`config.mk`:
```
export PLATFORM = sky130hd
export DESIGN_NAME = tsp_fifo_packer
export DESIGN_NICKNAME = d
export VERILOG_FILES = /design/src/rtl/tsp_pkg.sv /design/src/rtl/tsp_pkt_counter.sv /design/src/rtl/tsp_lane_packer.sv /design/src/rtl/tsp_status_fmt.sv /design/src/rtl/tsp_fifo_packer.sv
export SDC_FILE = /design/constraint.sdc
export NUM_CORES = 1
export LEC_CHECK = 0
export BUFFER_PORTS_ARGS = -buffer_cell sky130_fd_sc_hd__buf_2
export CAP_MARGIN = 15
export CORE_ASPECT_RATIO = 0.5
export CORE_MARGIN = 8
export CORE_UTILIZATION = 60
export CTS_CLUSTER_SIZE = 16
export DETAILED_ROUTE_END_ITERATION = 8
export PLACE_DENSITY_LB_ADDON = 0.15
export SLEW_MARGIN = 20
export SYNTH_ARGS = -nofsm -noshare
export SYNTH_HDL_FRONTEND = slang
export SYNTH_HIERARCHICAL = 1
export SYNTH_SLANG_ARGS = --single-unit
```
`constraint.sdc`:
```
create_clock -name clk -period 5.5 [get_ports clk]
set_clock_uncertainty 0.15 [all_clocks]
set_input_delay 1.65 -clock clk [delete_from_list [all_inputs] [get_ports clk]]
set_output_delay 1.65 -clock clk [all_outputs]
set_load 0.03 [all_outputs]
```
`src/rtl/tsp_pkg.sv`:
```
package tsp_pkg;
  localparam int BYTE_W  = 8;
  localparam int WORD_W  = 64;
  localparam int LANES   = WORD_W / BYTE_W;
  localparam int LANE_W  = $clog2(LANES);
  localparam int BASE_W  = 33;
  localparam int EXT_W   = 9;
  localparam int RSVD_W  = WORD_W - 2 - BASE_W - EXT_W;

  typedef struct packed {
    logic              perr;
    logic              pst_err;
    logic [RSVD_W-1:0] rsvd;
    logic [EXT_W-1:0]  ext;
    logic [BASE_W-1:0] base;
  } tsp_status_t;

  function automatic logic [WORD_W-1:0] lane_reverse(input logic [WORD_W-1:0] w);
    logic [WORD_W-1:0] r;
    for (int i = 0; i < LANES; i++) begin
      r[BYTE_W*i +: BYTE_W] = w[BYTE_W*(LANES-1-i) +: BYTE_W];
    end
    return r;
  endfunction
endpackage

```
`src/rtl/tsp_pkt_counter.sv`:
```
module tsp_pkt_counter
  import tsp_pkg::*;
#(
  parameter int LEN_W = 8
) (
  input  logic              clk,
  input  logic              rst,
  input  logic              accept,
  input  logic [LEN_W-1:0]  pkt_len,
  output logic              first,
  output logic              last,
  output logic [LANE_W-1:0] lane
);
  logic [LEN_W-1:0] cnt_q;
  logic [LEN_W-1:0] len_q;
  logic [LEN_W-1:0] cur_len;
  logic [LEN_W-1:0] eff_len;

  always_comb begin
    first   = (cnt_q == '0);
    cur_len = first ? pkt_len : len_q;
    eff_len = (cur_len == '0) ? LEN_W'(1) : cur_len;
    last    = (cnt_q == eff_len - LEN_W'(1));
    lane    = cnt_q[LANE_W-1:0];
  end

  always_ff @(posedge clk) begin
    if (rst) begin
      cnt_q <= '0;
      len_q <= '0;
    end else if (accept) begin
      cnt_q <= last ? '0 : cnt_q + LEN_W'(1);
      if (first) len_q <= pkt_len;
    end
  end

  // a packet end always returns the counter to the first position
  p_wrap_r7: assert property (@(posedge clk) disable iff (rst)
    accept && last |=> first);

  // the length taken on the first byte is kept for the packet
  p_len_held_r7: assert property (@(posedge clk) disable iff (rst)
    accept && !first |=> $stable(len_q));
endmodule

```
`src/rtl/tsp_lane_packer.sv`:
```
module tsp_lane_packer
  import tsp_pkg::*;
(
  input  logic              clk,
  input  logic              rst,
  input  logic              accept,
  input  logic [LANE_W-1:0] lane,
  input  logic [BYTE_W-1:0] din,
  output logic [WORD_W-1:0] word_le
);
  logic [LANES-1:0][BYTE_W-1:0] acc_q;
  logic [LANES-1:0][BYTE_W-1:0] acc_nxt;

  for (genvar k = 0; k < LANES; k++) begin : g_lane
    always_comb begin
      if (lane == LANE_W'(k))      acc_nxt[k] = din;
      else if (lane == '0)         acc_nxt[k] = '0;
      else                         acc_nxt[k] = acc_q[k];
    end
  end

  assign word_le = acc_nxt;

  always_ff @(posedge clk) begin
    if (rst)         acc_q <= '0;
    else if (accept) acc_q <= acc_nxt;
  end

  // starting a word leaves every higher lane zero for padding
  p_pad_zero_r7: assert property (@(posedge clk) disable iff (rst)
    accept && lane == '0 |=> acc_q[LANES-1:1] == '0);
endmodule

```
`src/rtl/tsp_status_fmt.sv`:
```
module tsp_status_fmt
  import tsp_pkg::*;
(
  input  logic              clk,
  input  logic              rst,
  input  logic              accept,
  input  logic              first,
  input  logic              in_perr,
  input  logic              in_start_err,
  input  logic [BASE_W-1:0] ts_base,
  input  logic [EXT_W-1:0]  ts_ext,
  output tsp_status_t       status
);
  logic [BASE_W-1:0] base_q;
  logic [EXT_W-1:0]  ext_q;
  logic              perr_q;
  logic              pst_q;
  tsp_status_t       nxt;

  always_comb begin
    nxt.perr    = in_perr | (!first & perr_q);
    nxt.pst_err = in_start_err | (!first & pst_q);
    nxt.rsvd    = '0;
    nxt.ext     = first ? ts_ext  : ext_q;
    nxt.base    = first ? ts_base : base_q;
  end

  assign status = nxt;

  always_ff @(posedge clk) begin
    if (rst) begin
      base_q <= '0;
      ext_q  <= '0;
      perr_q <= 1'b0;
      pst_q  <= 1'b0;
    end else if (accept) begin
      base_q <= nxt.base;
      ext_q  <= nxt.ext;
      perr_q <= nxt.perr;
      pst_q  <= nxt.pst_err;
    end
  end

  // the sampled reference stays put until the next packet begins
  p_ts_held_r8: assert property (@(posedge clk) disable iff (rst)
    !(accept && first) |=> $stable(base_q) && $stable(ext_q));
endmodule

```
`src/rtl/tsp_fifo_packer.sv`:
```
module tsp_fifo_packer
  import tsp_pkg::*;
#(
  parameter int LEN_W = 8
) (
  input  logic              clk,
  input  logic              rst,
  input  logic              in_valid,
  output logic              in_ready,
  input  logic [7:0]        in_byte,
  input  logic              in_perr,
  input  logic              in_start_err,
  input  logic [LEN_W-1:0]  pkt_len,
  input  logic              big_endian,
  output logic              ts_req,
  input  logic [32:0]       ts_base,
  input  logic [8:0]        ts_ext,
  input  logic              fifo_full,
  output logic              fifo_wr_en,
  output logic [63:0]       fifo_wr_data,
  output logic              overflow
);
  logic              accept;
  logic              first;
  logic              last;
  logic [LANE_W-1:0] lane;
  logic              word_end;
  logic              drop_q;
  logic              drop_now;
  logic              stat_pend_q;
  logic [WORD_W-1:0] stat_q;
  logic [WORD_W-1:0] word_le;
  tsp_status_t       status;

  assign in_ready = !stat_pend_q;
  assign accept   = in_valid && in_ready;
  assign ts_req   = accept && first;
  assign word_end = (lane == LANE_W'(LANES-1)) || last;
  assign drop_now = drop_q || fifo_full;

  tsp_pkt_counter #(.LEN_W(LEN_W)) u_cnt (
    .clk(clk), .rst(rst), .accept(accept), .pkt_len(pkt_len),
    .first(first), .last(last), .lane(lane)
  );

  tsp_lane_packer u_pack (
    .clk(clk), .rst(rst), .accept(accept), .lane(lane),
    .din(in_byte), .word_le(word_le)
  );

  tsp_status_fmt u_stat (
    .clk(clk), .rst(rst), .accept(accept), .first(first),
    .in_perr(in_perr), .in_start_err(in_start_err),
    .ts_base(ts_base), .ts_ext(ts_ext), .status(status)
  );

  always_ff @(posedge clk) begin
    if (rst) begin
      fifo_wr_en   <= 1'b0;
      fifo_wr_data <= '0;
      stat_pend_q  <= 1'b0;
      stat_q       <= '0;
      drop_q       <= 1'b0;
      overflow     <= 1'b0;
    end else begin
      fifo_wr_en <= 1'b0;
      if (stat_pend_q) begin
        stat_pend_q <= 1'b0;
        if (fifo_full) begin
          overflow <= 1'b1;
        end else begin
          fifo_wr_en   <= 1'b1;
          fifo_wr_data <= stat_q;
        end
      end else if (accept && word_end) begin
        if (drop_now) begin
          if (fifo_full) overflow <= 1'b1;
        end else begin
          fifo_wr_en   <= 1'b1;
          fifo_wr_data <= big_endian ? lane_reverse(word_le) : word_le;
        end
        if (last) begin
          drop_q      <= 1'b0;
          stat_pend_q <= !drop_now;
          stat_q      <= big_endian ? lane_reverse(status) : status;
        end else begin
          drop_q <= drop_now;
        end
      end
    end
  end

  // a completed, undropped packet stalls the byte input for one cycle
  p_stall_r1: assert property (@(posedge clk) disable iff (rst)
    accept && last && !drop_q && !fifo_full |=> !in_ready);

  // the status slot comes two cycles after the final byte
  p_status_follows_r5: assert property (@(posedge clk) disable iff (rst)
    accept && last && !drop_q && !fifo_full |=> ##1 (fifo_wr_en || overflow));

  // the sampling request never lasts two cycles
  p_ts_pulse_r8: assert property (@(posedge clk) disable iff (rst)
    ts_req |=> !ts_req);

  // no write is issued against a full FIFO
  p_no_write_full_r9: assert property (@(posedge clk) disable iff (rst)
    fifo_wr_en |-> !$past(fifo_full));

  // overflow is sticky until reset
  p_ovf_sticky_r9: assert property (@(posedge clk) disable iff (rst)
    overflow |=> overflow);
endmodule

```
==> out/results.ini <==
[yosys]
synth_simple_gate_area_frac = 0.1535
synth_xor_area_frac = 0.01077
synthesized_netlist_cell_count = 1586
syn_area_mm2 = 0.01464
largest_family_of_logic_cells_by_synthesized_area = compound AO/OA/AOI/OAI gates
synth_seq_area_share = 0.3500
synth-compound-area-share = 0.2289
synth-warning-count = 6
netlist-cell-type-count = 71
synth-async-reset-ratio = 0
synth.mux.area_fraction = 0.1779
post_synth.cell_area_avg_um2 = 9.232
synth-edff-count = 0
synth-adder-area-share = 0.002564
synthDominantCellAreaShare = 0.3500
synth.largest_area_cell = sky130_fd_sc_hd__dfxtp_1
synth_top_cells_by_area = sky130_fd_sc_hd__dfxtp_1, sky130_fd_sc_hd__mux2i_1, sky130_fd_sc_hd__mux2_2, sky130_fd_sc_hd__a211oi_2, sky130_fd_sc_hd__nand2_1
synth_flop_cell = sky130_fd_sc_hd__dfxtp_1
flops_latches_synth = 256

[timing]
timing.slew.headroom = 0.3949
finalSetupViolations = 0
post-route-min-period_ns = 4.725
finalMaxSlewViolations = 0
fin_setup_tns_ns = 0
grt_setup_unrepaired = false
final-hold-violation-count = 0
achievable-frequency_ghz = 0.2116
layout_worst_path_cycle_share = 0.8591
hold_ws_ns = 0.3045
worst_pin_slew_ns = 0.9077

[power]
vdd.ir_drop.worst_uv = 297.4
powerDensity_mw_per_mm2 = 276.3
power.static_leakage_nw = 6.205

[critical_path]
setup.worst_path.class = in -> reg
critPathArrivalTime_ns = 5.01
critical_path.startpoint_type = input port
number_of_cells_on_the_worst_reg_to_reg_path = 17
critPathCaptureType = register
cp_data_required_time_ns = 5.78
cp_max_fo = 53
r2r_end = fifo_wr_data[1]$_SDFFE_PP0P_
r2r_setup_slack_ns = 1.10
regToRegStartpoint = u_cnt/cnt_q[0]$_SDFFE_PP0P_

[final_layout]
layout.cells.non_filler = 1940
final_common_cell = sky130_fd_sc_hd__dfxtp_1
layout.filler_cells = 1991
areaGrowthSynthToFinish_pct = 7.597
layout_cell_area_excl_fill_mm2 = 0.01575
mostFrequentLayoutCells = sky130_fd_sc_hd__dfxtp_1, sky130_fd_sc_hd__nand2_1, sky130_fd_sc_hd__mux2i_1
layout.nets = 1676
post-route-util = 0.6572
drive_above_1_share = 0.2677
diodes = 0

[placed_design]
count_of_input_and_output_buffers = 132
placedCellCount = 1897
finalWeightedCongestion = 0.8823
post-dp-hpwl_mm = 28.33
placed_area_mm2 = 0.01495

[routing]
detail_route.iter0.violations = 1227
drt-pass1-iter-count = 6
vias_per_cell = 6.200
drc_violations = 0
detail_route.wl_per_cell_um = 21.11
vias = 12028
drt_wl_total_mm = 40.95
drtAntennaViolNets = 0

[floorplanning]
die_area_mm2 = 0.02996
fp-row-count = 40
chipHeight_um = 126.5
ioPinCount = 133
die-width_um = 236.9
core_region_area_mm2 = 0.02397
start_util = 0.6108

[clock_tree]
cts_buffer_depth = 3
post_cts_hold_buffer_count = 0
cts_resized = 0
worst_setup_hold_path_clk_slew_ns = 0.07
clock_latency_of_the_later_clocked_register_in_the_worst_skew_pair_ns = 0.54
clock_tree_from_tritoncts = yes
tritoncts.num_buffers = 24
cts_htree_levels = 1
clk_root_buffer_cell = sky130_fd_sc_hd__clkbuf_16
cts_setup_buffers = 0
clock-sinks = 256

[grt]
groute.usage.overall = 0.2585
grt_first_pass_wirelength_mm = 63.16
gr-total-overflow = 0
pin_count_of_the_biggest_net_entering_global_routing = 94
grt_pass1_vias = 11306
number_of_antenna_violations_at_the_first_check_in_global_routing = 1

[hold_path]
min-delay-path-class = reg -> reg
hold_path.startpoint = fifo_wr_data[3]$_SDFFE_PP0P_
hold_path_end = fifo_wr_data[3]$_SDFFE_PP0P_
min_delay_path_depth = 2

[outcome]
run_status = completed

[flow_run]
timing.max_cap.violations = 0

==> Yosys cell counts, types with 29 or more instances <==
master and instances:
sky130_fd_sc_hd__buf_4 34, sky130_fd_sc_hd__mux2i_1 132, sky130_fd_sc_hd__dfxtp_1 256, sky130_fd_sc_hd__mux2_2 112
sky130_fd_sc_hd__o211ai_1 65, sky130_fd_sc_hd__a21oi_1 96, sky130_fd_sc_hd__buf_2 50, sky130_fd_sc_hd__nand3_1 80
sky130_fd_sc_hd__nand2_1 166, sky130_fd_sc_hd__clkbuf_1 53, sky130_fd_sc_hd__a211oi_2 59, sky130_fd_sc_hd__nor2_1 85
sky130_fd_sc_hd__nand2b_1 74, sky130_fd_sc_hd__a22o_1 64, sky130_fd_sc_hd__o21ai_0 29, sky130_fd_sc_hd__a21bo_2 37
==> sequential cells by signal (all words and copies together) (netlist names), 8 cells and up <==
| name | cells |
|---|---|
| fifo_wr_data | 64 |
| stat_q | 64 |
| u_pack/acc_q | 64 |
| u_stat/base_q | 33 |
| u_stat/ext_q | 9 |
| u_cnt/cnt_q | 8 |
| u_cnt/len_q | 8 |
==> power breakdown <==
group / switching, W / leakage (nW) / internal [W]
Clock: 0.000745 / 0.399 / 0.000993
Sequential: 0.0000281 / 2.07 / 0.00190
Combinational: 0.000433 / 3.73 / 0.000255
Total: 0.00121 / 6.20 / 0.00315
==> worst max-delay path by stage <==
stage                                          endpoint  slack (ns)  depth (start not counted)        from
after floorplan            fifo_wr_data[0]$_SDFFE_PP0P_        0.93                         16  pkt_len[6]
after global placement    fifo_wr_data[62]$_SDFFE_PP0P_        0.46                         16  pkt_len[6]
after detailed placement         stat_q[1]$_SDFFE_PP0P_        0.25                         16  pkt_len[5]
after CTS                        stat_q[1]$_SDFFE_PP0P_        0.80                         16  pkt_len[5]
after global routing             stat_q[1]$_SDFFE_PP0P_        0.56                         16  pkt_len[5]
final                            stat_q[1]$_SDFFE_PP0P_        0.77                         16  pkt_len[5]
==> metrics by stage <==
| stage | setup WS [ns] | power (W) |
|---|---|---|
| after floorplan | 0.9348 | 0.002512 |
| after global placement | 0.4625 | 0.002618 |
| after detailed placement | 0.2512 | 0.002638 |
| after CTS | 0.7982 | 0.004364 |
| after global routing | 0.5574 | 0.004499 |
| final | 0.7749 | 0.004353 |
==> cells by family (layout without fill, tap and decap cells) <==
kind of cell             Yosys count  count (layout)
buffers and inverters            191             211
AND/OR/NAND/NOR                  458             458
adder cells (fa/ha/maj)            3               3
flip-flops                       256             256
other                              1              20
multiplexers                     246             246
AO/OA/AOI/OAI                    413             413
XOR/XNOR                          18              18
==> worst max-delay path, cell delays in order <==
cell,delay [ns]
sky130_fd_sc_hd__buf_2,0.13
sky130_fd_sc_hd__nor3_1,0.30
sky130_fd_sc_hd__a31oi_1,0.13
sky130_fd_sc_hd__mux2i_1,0.21
sky130_fd_sc_hd__inv_1,0.07
sky130_fd_sc_hd__ha_1,0.24
sky130_fd_sc_hd__xnor2_1,0.28
sky130_fd_sc_hd__xnor2_1,0.10
sky130_fd_sc_hd__nor4_1,0.28
sky130_fd_sc_hd__a32o_1,0.21
sky130_fd_sc_hd__o2111ai_4,0.18
sky130_fd_sc_hd__inv_2,0.15
sky130_fd_sc_hd__and3b_4,0.40
sky130_fd_sc_hd__buf_12,0.30
sky130_fd_sc_hd__nor2_1,0.08
sky130_fd_sc_hd__a211oi_1,0.25
==> routing by layer <==
layer,wire length (um),share of wire,vias to the layer above,GRT usage
met1,19330,0.47,5880,0.3819
met4,668,0.016,2,0.04774
li1,-,-,5698,-
met5,10,0.00024,-,0
met2,17440,0.43,393,0.3793
met3,3498,0.085,55,0.06073
==> layout make-up <==
class | count | area, um2 | area share
timing repair buffer | 152 | 860.8 | 0.05464
inverter | 16 | 63.81 | 0.004051
clock inverter | 7 | 85.08 | 0.005401
multi-input combinational | 1158 | 8502 | 0.5397
clock buffer | 36 | 716.9 | 0.04551
sequential | 256 | 5131 | 0.3257
tap | 315 | 394.1 | 0.02502
Power figures use the tool's default switching activity.
